===== src/rtl/mac40_pkg.sv =====
`timescale 1ns/1ps
package mac40_pkg;

    // Operation select; the encoding is part of the port contract.
    typedef enum logic [1:0] {
        OP_MUL  = 2'b00,
        OP_MAC  = 2'b01,
        OP_MSUB = 2'b10,
        OP_IDLE = 2'b11
    } mac_op_e;

endpackage


===== src/rtl/mac40_opnd_ext.sv =====
`timescale 1ns/1ps
// Widens an operand by one bit, using either sign or zero fill.
module mac40_opnd_ext #(
    parameter int IN_W = 16
) (
    input  logic [IN_W-1:0] din,
    input  logic            is_signed,
    output logic [IN_W:0]   dout
);

    always_comb begin
        dout = {is_signed & din[IN_W-1], din};
    end

endmodule


===== src/rtl/mac40_mult.sv =====
`timescale 1ns/1ps
// Signed multiply of two widened operands, giving the full-width product.
module mac40_mult #(
    parameter int IN_W = 17,
    localparam int OUT_W = 2 * IN_W
) (
    input  logic [IN_W-1:0]  xa,
    input  logic [IN_W-1:0]  ya,
    output logic [OUT_W-1:0] prod
);

    always_comb begin
        prod = OUT_W'($signed(xa) * $signed(ya));
    end

endmodule


===== src/rtl/mac40_accum.sv =====
`timescale 1ns/1ps
// Accumulator register with load, add and subtract, optional rounding, and an overflow flag.
module mac40_accum
    import mac40_pkg::*;
#(
    parameter int PROD_W  = 34,
    parameter int ACC_W   = 40,
    parameter int RND_POS = 15,
    parameter int OVF_LSB = 31
) (
    input  logic             clk,
    input  logic             rst_n,
    input  mac_op_e          op,
    input  logic             rnd,
    input  logic [PROD_W-1:0] prod,
    output logic [ACC_W-1:0] acc_q,
    output logic             ovf_q
);

    localparam int EXT_BITS = ACC_W - PROD_W;
    localparam int GUARD_W  = ACC_W - OVF_LSB;
    localparam logic [ACC_W-1:0] RND_K = ACC_W'(1) << RND_POS;

    logic [ACC_W-1:0]   prod_wide;
    logic [ACC_W-1:0]   pre_rnd;
    logic [ACC_W-1:0]   acc_d;
    logic [GUARD_W-1:0] guard;
    logic               ovf_d;

    always_comb begin
        prod_wide = {{EXT_BITS{prod[PROD_W-1]}}, prod};
        unique case (op)
            OP_MUL:  pre_rnd = prod_wide;
            OP_MAC:  pre_rnd = acc_q + prod_wide;
            OP_MSUB: pre_rnd = acc_q - prod_wide;
            OP_IDLE: pre_rnd = acc_q;
        endcase
        acc_d = rnd ? (pre_rnd + RND_K) : pre_rnd;
        guard = acc_d[ACC_W-1:OVF_LSB];
        ovf_d = !((guard == '0) || (guard == '1));
    end

    always_ff @(posedge clk or negedge rst_n) begin
        if (!rst_n) begin
            acc_q <= '0;
            ovf_q <= 1'b0;
        end else if (op != OP_IDLE) begin
            acc_q <= acc_d;
            ovf_q <= ovf_d;
        end
    end

endmodule


===== src/rtl/mac40_unit.sv =====
`timescale 1ns/1ps
// Top: operand widening, multiplier, and the accumulator split into three fields.
module mac40_unit
    import mac40_pkg::*;
#(
    parameter int OPND_W = 16,
    parameter int EXT_W  = 8
) (
    input  logic              clk,
    input  logic              rst_n,
    input  logic [OPND_W-1:0] opa,
    input  logic [OPND_W-1:0] opb,
    input  logic [1:0]        opcode,
    input  logic [1:0]        sign_mode,
    input  logic              round_en,
    output logic [OPND_W-1:0] res_lo,
    output logic [OPND_W-1:0] res_mid,
    output logic [EXT_W-1:0]  res_ext,
    output logic              ovf
);

    localparam int WIDE_W = OPND_W + 1;
    localparam int PROD_W = 2 * WIDE_W;
    localparam int ACC_W  = 2 * OPND_W + EXT_W;

    logic [OPND_W-1:0] opnd_raw [2];
    logic [WIDE_W-1:0] opnd_wide [2];
    logic [PROD_W-1:0] prod;
    logic [ACC_W-1:0]  acc;
    mac_op_e           op;

    always_comb begin
        opnd_raw[0] = opa;
        opnd_raw[1] = opb;
        op          = mac_op_e'(opcode);
    end

    // Index 0 is X (mode bit 1); index 1 is Y (mode bit 0).
    for (genvar g = 0; g < 2; g++) begin : g_ext
        mac40_opnd_ext #(.IN_W(OPND_W)) ext_i (
            .din       (opnd_raw[g]),
            .is_signed (sign_mode[1-g]),
            .dout      (opnd_wide[g])
        );
    end

    mac40_mult #(.IN_W(WIDE_W)) mult_i (
        .xa   (opnd_wide[0]),
        .ya   (opnd_wide[1]),
        .prod (prod)
    );

    mac40_accum #(
        .PROD_W  (PROD_W),
        .ACC_W   (ACC_W),
        .RND_POS (OPND_W - 1),
        .OVF_LSB (2 * OPND_W - 1)
    ) acc_i (
        .clk   (clk),
        .rst_n (rst_n),
        .op    (op),
        .rnd   (round_en),
        .prod  (prod),
        .acc_q (acc),
        .ovf_q (ovf)
    );

    always_comb begin
        res_lo  = acc[OPND_W-1:0];
        res_mid = acc[2*OPND_W-1:OPND_W];
        res_ext = acc[ACC_W-1:2*OPND_W];
    end

endmodule


===== config.mk =====
export PLATFORM = sky130hd
export DESIGN_NAME = mac40_unit
export DESIGN_NICKNAME = d
export VERILOG_FILES = /design/src/rtl/mac40_pkg.sv /design/src/rtl/mac40_opnd_ext.sv /design/src/rtl/mac40_mult.sv /design/src/rtl/mac40_accum.sv /design/src/rtl/mac40_unit.sv
export SDC_FILE = /design/constraint.sdc
export NUM_CORES = 1
export LEC_CHECK = 0
export CORE_ASPECT_RATIO = 1.2
export CORE_MARGIN = 1
export CORE_UTILIZATION = 40
export CTS_BUF_LIST = sky130_fd_sc_hd__clkbuf_4
export CTS_CLUSTER_SIZE = 12
export DETAILED_ROUTE_END_ITERATION = 7
export PLACE_DENSITY = 0.54
export SYNTH_ARGS = -nofsm -noshare
export SYNTH_HDL_FRONTEND = slang
export SYNTH_SLANG_ARGS = --single-unit
export TNS_END_PERCENT = 5

===== constraint.sdc =====
create_clock -name clk -period 5.4 [get_ports clk]
set_input_delay 1.08 -clock clk [delete_from_list [all_inputs] [get_ports clk]]
set_output_delay 1.08 -clock clk [all_outputs]
set_load 0.005 [all_outputs]

# [Word-level counts from Yosys, hierarchy flattened]
# Cells that the tools add are included.
[totals] reg_bits=41 input_bits=39 out_inout_bits=41 word_cells=19
[classes] addsub=3 mul=1 n_eq_ne=5 n_mux=2 bitwise_logic=2 reduce_logical=4
[ops] op="40-bit one-hot mux with 4 select lines" n=1
[ops] op="40-bit by 16-bit adder with 40-bit output, second input constant" n=1
[ops] op="40-bit adder" n=1
[ops] op="40-bit 2-to-1 mux" n=1
[ops] op="40-bit subtractor" n=1
[ops] op="17-bit by 17-bit multiplier with 34-bit output" n=1
[ops] op="9-bit equality test, second input constant" n=1
[ops] op="9-bit logical NOT" n=1
[ops] op="2-bit equality test, second input constant" n=2
[ops] op="1-bit AND" n=2
[ops] op="2-bit by 1-bit equality test with 1-bit output, second input constant" n=1
[ops] op="2-bit logical NOT" n=1
[ops] op="2-bit != test, second input constant" n=1
[ops] op="1-bit logical NOT" n=1
[ops] op="1-bit logical OR" n=1

# [Longest topological paths before layout]
# Gate-level depths: netlist (run 1).
[depth] depth_word=9 mapped_depth=43 ltp_nobuf=41

# [Modules after synthesis]
# From an unflattened synthesis (run 1), not the netlist that was laid out.
[unflattened] hier_cells=2048 hier_area_um2=17275.3
[modules_own_cells] module="mac40_mult" n_inst=1 cells_each=1179 area_per_inst_um2=10881.7 seq_area_each_um2=0.0
[modules_own_cells] module="mac40_accum" n_inst=1 cells_each=835 area_per_inst_um2=6140.9 seq_area_each_um2=1026.0
[modules_own_cells] module="mac40_opnd_ext" n_inst=2 cells_each=17 area_per_inst_um2=126.4 seq_area_each_um2=0.0

# [Worst setup path before layout (run 1)]
# OpenSTA, ideal clock, no wires.
[synth_timing] path_kind="input to register" from="in opb[9]" to="reg acc_i.ovf_q" setup_ps=104 arrival_time_ps=10587 required_ps=5296 setup_slack_ps=-5291 cell_stages=39 path_buffers=4 path_cell_list="clkbuf_1 -> clkbuf_1 -> nand2_1 -> fa_1 -> inv_1 -> fa_1 -> inv_1 -> fa_1 -> inv_1 -> fa_1 -> fa_1 -> inv_1 -> fa_1 -> inv_1 -> ha_1 -> a21oi_1 -> o21ai_0 -> a31o_2 -> [... 3 more ...] -> and3_1 -> clkbuf_1 -> nor2_1 -> xor2_1 -> ha_1 -> clkbuf_1 -> nand3_1 -> or2_2 -> a2111oi_2 -> or3_1 -> a311oi_1 -> a2111oi_2 -> and4bb_1 -> a311oi_1 -> a41oi_1 -> nand3b_1 -> and4bb_1 -> a221oi_1"
[synth_between] elab_chain_cells=8 elab_cells_between_ends=10 cone_classes="add/sub (3); mul (1); eq/ne (1); mux (2); reduce/logical (3)"
[synth_rtl] element="start, declared" line_no="mac40_unit.sv:12" rtl="input logic [OPND_W-1:0] opb,"
[synth_rtl] element="17-bit by 17-bit multiplier with 34-bit output (*)" line_no="mac40_mult.sv:13" rtl="prod = OUT_W'($signed(xa) * $signed(ya));"
[synth_rtl] element="40-bit subtractor or 40-bit adder (tied branches)" line_no="mac40_accum.sv:35, mac40_accum.sv:34"
[synth_rtl] element="40-bit one-hot mux with 4 select lines (*)" line_no="mac40_accum.sv:32" rtl="unique case (op)"
[synth_rtl] element="40-bit by 16-bit adder with 40-bit output" line_no="mac40_accum.sv:38" rtl="acc_d = rnd ? (pre_rnd + RND_K) : pre_rnd;"
[synth_rtl] element="40-bit 2-to-1 mux (*)" line_no="mac40_accum.sv:38"
[synth_rtl] element="9-bit equality test or 9-bit logical NOT (tied branches)" line_no="mac40_accum.sv:40" rtl="ovf_d = !((guard == '0) || (guard == '1));"
[synth_rtl] element="1-bit logical OR (*)" line_no="mac40_accum.sv:40"
[synth_rtl] element="1-bit logical NOT (*)" line_no="mac40_accum.sv:40"
[synth_rtl] element="end signal, assigned" line_no="mac40_accum.sv:49" rtl="ovf_q <= ovf_d;"
[synth_rtl] element="end, declared" line_no="mac40_accum.sv:17" rtl="output logic ovf_q"
# Mark *: on every way between the ends. The rest lies on a longest branch, timed or not.
# A chain may end at the register's enable or synchronous reset.

# [Worst setup path in the final report (run 1)]
[layout_timing] from="in sign_mode[0]" to="reg acc_i.ovf_q"
[layout_between] elab_chain_cells=9 elab_cells_between_ends=11 cone_classes="add/sub (3); mul (1); eq/ne (1); mux (2); bitwise (1); reduce/logical (3)"
[layout_rtl] element="start, declared" line_no="mac40_unit.sv:14" rtl="input logic [1:0] sign_mode,"
[layout_rtl] element="1-bit AND (*)" line_no="mac40_opnd_ext.sv:12" rtl="dout = {is_signed & din[IN_W-1], din};"
[layout_rtl] element="17-bit by 17-bit multiplier with 34-bit output (*)" line_no="mac40_mult.sv:13"
[layout_rtl] element="40-bit subtractor or 40-bit adder (tied branches)" line_no="mac40_accum.sv:35, mac40_accum.sv:34"
[layout_rtl] element="40-bit one-hot mux with 4 select lines (*)" line_no="mac40_accum.sv:32"
[layout_rtl] element="40-bit by 16-bit adder with 40-bit output" line_no="mac40_accum.sv:38"
[layout_rtl] element="40-bit 2-to-1 mux (*)" line_no="mac40_accum.sv:38"
[layout_rtl] element="9-bit equality test or 9-bit logical NOT (tied branches)" line_no="mac40_accum.sv:40"
[layout_rtl] element="1-bit logical OR (*)" line_no="mac40_accum.sv:40"
[layout_rtl] element="1-bit logical NOT (*)" line_no="mac40_accum.sv:40"
# Marked as above.

==> results of run 1 <==
[flip-flops by register name, indices dropped and copies added (netlist names)]
register / flops
acc_i.ovf_q: 1
acc_i.acc_q: 40
[kinds of logic (layout without fill, tap and decap cells)]
logic type	Yosys count	after routing	synth area share, %
fa+ha+maj	426	426	43.3
xor+xnor	98	98	5.00
other cells	0	1	0
flops	41	41	5.88
mux	17	17	1.01
buf+inv	472	992	10.2
compound gates	405	405	15.3
simple gates	662	662	19.2
[routing by layer]
metal | track usage [%] | up-vias
met3 | 1.08 | 56
li1 | - | 7934
met5 | 0 | -
met1 | 33.6 | 8038
met2 | 43.9 | 279
met4 | 5.83 | 0
[layout make-up]
type	instances	area (sq um)	share of cell area [%]
Antenna cell	1	2.50	0.0104
Clock buffer	6	45.0	0.187
Clock inverter	2	15.0	0.0624
Inverter	377	1420	5.88
Multi-Input combinational cell	1608	15800	65.5
Sequential cell	41	1030	4.26
Tap cell	552	691	2.87
Timing Repair Buffer	607	5120	21.2
[worst max-delay path, delay by kind of cell]
family                     cells  cell delay, ns
buffers and inverters          6            1.05
adders and majority gates      8            3.77
xor gates and xnor gates       3            0.32
and+or+nand+nor               14            2.99
AOI/OAI and AO/OA              6            1.27
[worst paths after layout]
kind	slack, ns	startpoint	cells after the start	to
max reg2reg	0.61	acc_i.acc_q[0]	23	acc_i.ovf_q
min in group asynchronous	0.83	rst_n	1	acc_i.acc_q[3]
min	0.55	acc_i.acc_q[3]	2	acc_i.acc_q[3]
max in group asynchronous	3.87	rst_n	1	acc_i.acc_q[39]
min reg2reg	0.55	acc_i.acc_q[3]	2	acc_i.acc_q[3]
max	-4.81	sign_mode[0]	37	acc_i.ovf_q
[per-stage QoR]
step                      hold slack [ns]  utilization (%)  area (sq um)  setup TNS (ns)  setup WS, ns
after floorplan                     0.497                -         18300         -100.13         -4.30
after global routing                0.591             56.1         24100         -131.36         -5.28
after detailed placement            0.516             53.6         23000         -144.67         -5.63
after global placement              0.513             53.6         23000         -143.42         -5.53
final                               0.546             56.1         24100         -117.24         -4.81
after CTS                           0.551             55.5         23800         -116.97         -4.78
[what timing repair did]
action / in CTS / in global routing
pin swaps: 83 / 40
hold buffers: 0 / 0
cloned: 1 / 0
setup endpoints to repair: 37 / 37
hold endpoints to repair: 0 / 0
gates resized for setup: 125 / 45
buffers inserted: 31 / 7
[layout by cell type, fill, tap and decap left out, types with 8 or more instances in the layout]
cell               n
buf_6             14
a22oi_1           11
xnor2_1           53
nand3_1           21
xor2_1            28
nor2_2            10
o21ai_0           60
buf_4            488
a21oi_1           94
a21oi_2           21
xnor2_2           10
and3_1            18
fa_1             290
clkdlybuf4s50_1   63
a21o_1            26
nor3_2             8
o211ai_1          16
ha_4              10
o21ai_2           10
or2_2              8
inv_1            370
nor2_1            83
a221oi_1           8
o21ai_1           14
nand2_2            9
dlygate4sd2_1     15
and2_1           128
a211oi_1           9
nor3_1            17
buf_12            24
ha_2              10
ha_1             109
nand4_1           21
nand2_1          243
mux2i_1           12
o21a_1            13
dfrtp_1           41
==> run metrics, run 1 <==
Synth Register Bits=41; area of the die=44400 sq um; fin cells=3194; Distinct cells, synth=86; HPWL after detailed placement=between 40000 and 50000 um; startpoint types=input pin; worst slew pin tran=1.08 ns; vias in the first global route=17400; top cell type by total area after synthesis=fa_1; drt first-iter violations=800; routability cong.=between 0.8 and 0.9; endpoints failing hold=0; CTS sink count=41; DRT antenna net count=0; setup violators final=36; Syn Area/Cell=8.22 sq um; EDFF count, synth=0; Seq/Total Area, Yosys=5.88%; Layout area overhead=38.1%; Starting Density=40.7%; FILL cells=4088; most frequent cell after synthesis=inv_1; largest net degree at the start of global routing=89; CP peak stage delay=between 0.5 and 0.6 ns; FFs w/ async S/R, synth=100%; fin nets=around 3100; H-Tree Depth=2; via count=16300; GRT Residual Overflow=0; Worst path slowest cell=fa_1; clock root cell=clkbuf_4; Clock Skew=a little under 0.02 ns; CTS tree=yes; row cnt=between 80 and 90; DRT Pass-1 Iters=7; WL final=between 50000 and 60000 um; crit-path max FO=5; Top-Level Pins=80; Mapped Area=17400 sq um; Synth Flop Type=dfrtp_1; met1 wire length=23600 um; Num CTS Buffers=5; routed length on met2=~27000 um; top post-synthesis cells by count=inv_1 (376), fa_1 (297), nand2_1 (256), and2_1 (131), ha_1 (129); Max Cap Viol=0; Worst Path Arrival=10.50 ns; drt drc=6; crit path capture type=flop; Synth area leaders=fa_1 (34%), ha_1 (9.3%), inv_1 (8.1%); Max Used Layer=met4; die height=approximately 230 um; final setup margin=-4.81 ns; Highest Clock Rate=0.0979 GHz; critical path class=input pin to flop; Hold WC Path Type=flop to flop; met3 routed WL=1220 um; Core Box Area=approximately 43000 sq um; Synth top area share=between 30% and 40%; first-pass GRT wire length=89200 um; Global Route Usage Sum=25.0%; Synth Warn #=0; worst path required time=about 5.7 ns; Placed Instances=3146; fin crit period=10.21 ns; share of cells above drive strength 1=28.6%; part of the cycle the worst path needs=189%; DR vias/cell=slightly above 5; number of buffers added on ports=79; drt wl/cell=16.5 um; synthesized netlist cell count=about 2100; Longest Clk Path Bufs=2; RSZ-0062 raised after global routing=yes; initial antenna violation count=1; status=finished, violations left; die width=between 150 and 200 um; most used cell, CP=fa_1; violated checks=DRC, setup timing; Clock Pin Slew Worst Setup and Hold Paths=0.16 ns; Rel. slew slack=between 20 and 30%; Post-Syn Nets=2586; max-slew violation count=0; Worst-Skew Late Latency=about 0.41 ns
Power of run 1 is left out: the tool's default activity adds up to more than one toggle a clock period on the data nets, which glitch-free logic cannot reach.
==> run 2, diff against run 1 <==
- GPL_TIMING_DRIVEN: default -> 1
==> results of run 2 <==
Same layout as run 1: the final DEF is identical, and so are final timing and power.
Power of run 2 is left out for the same reason.
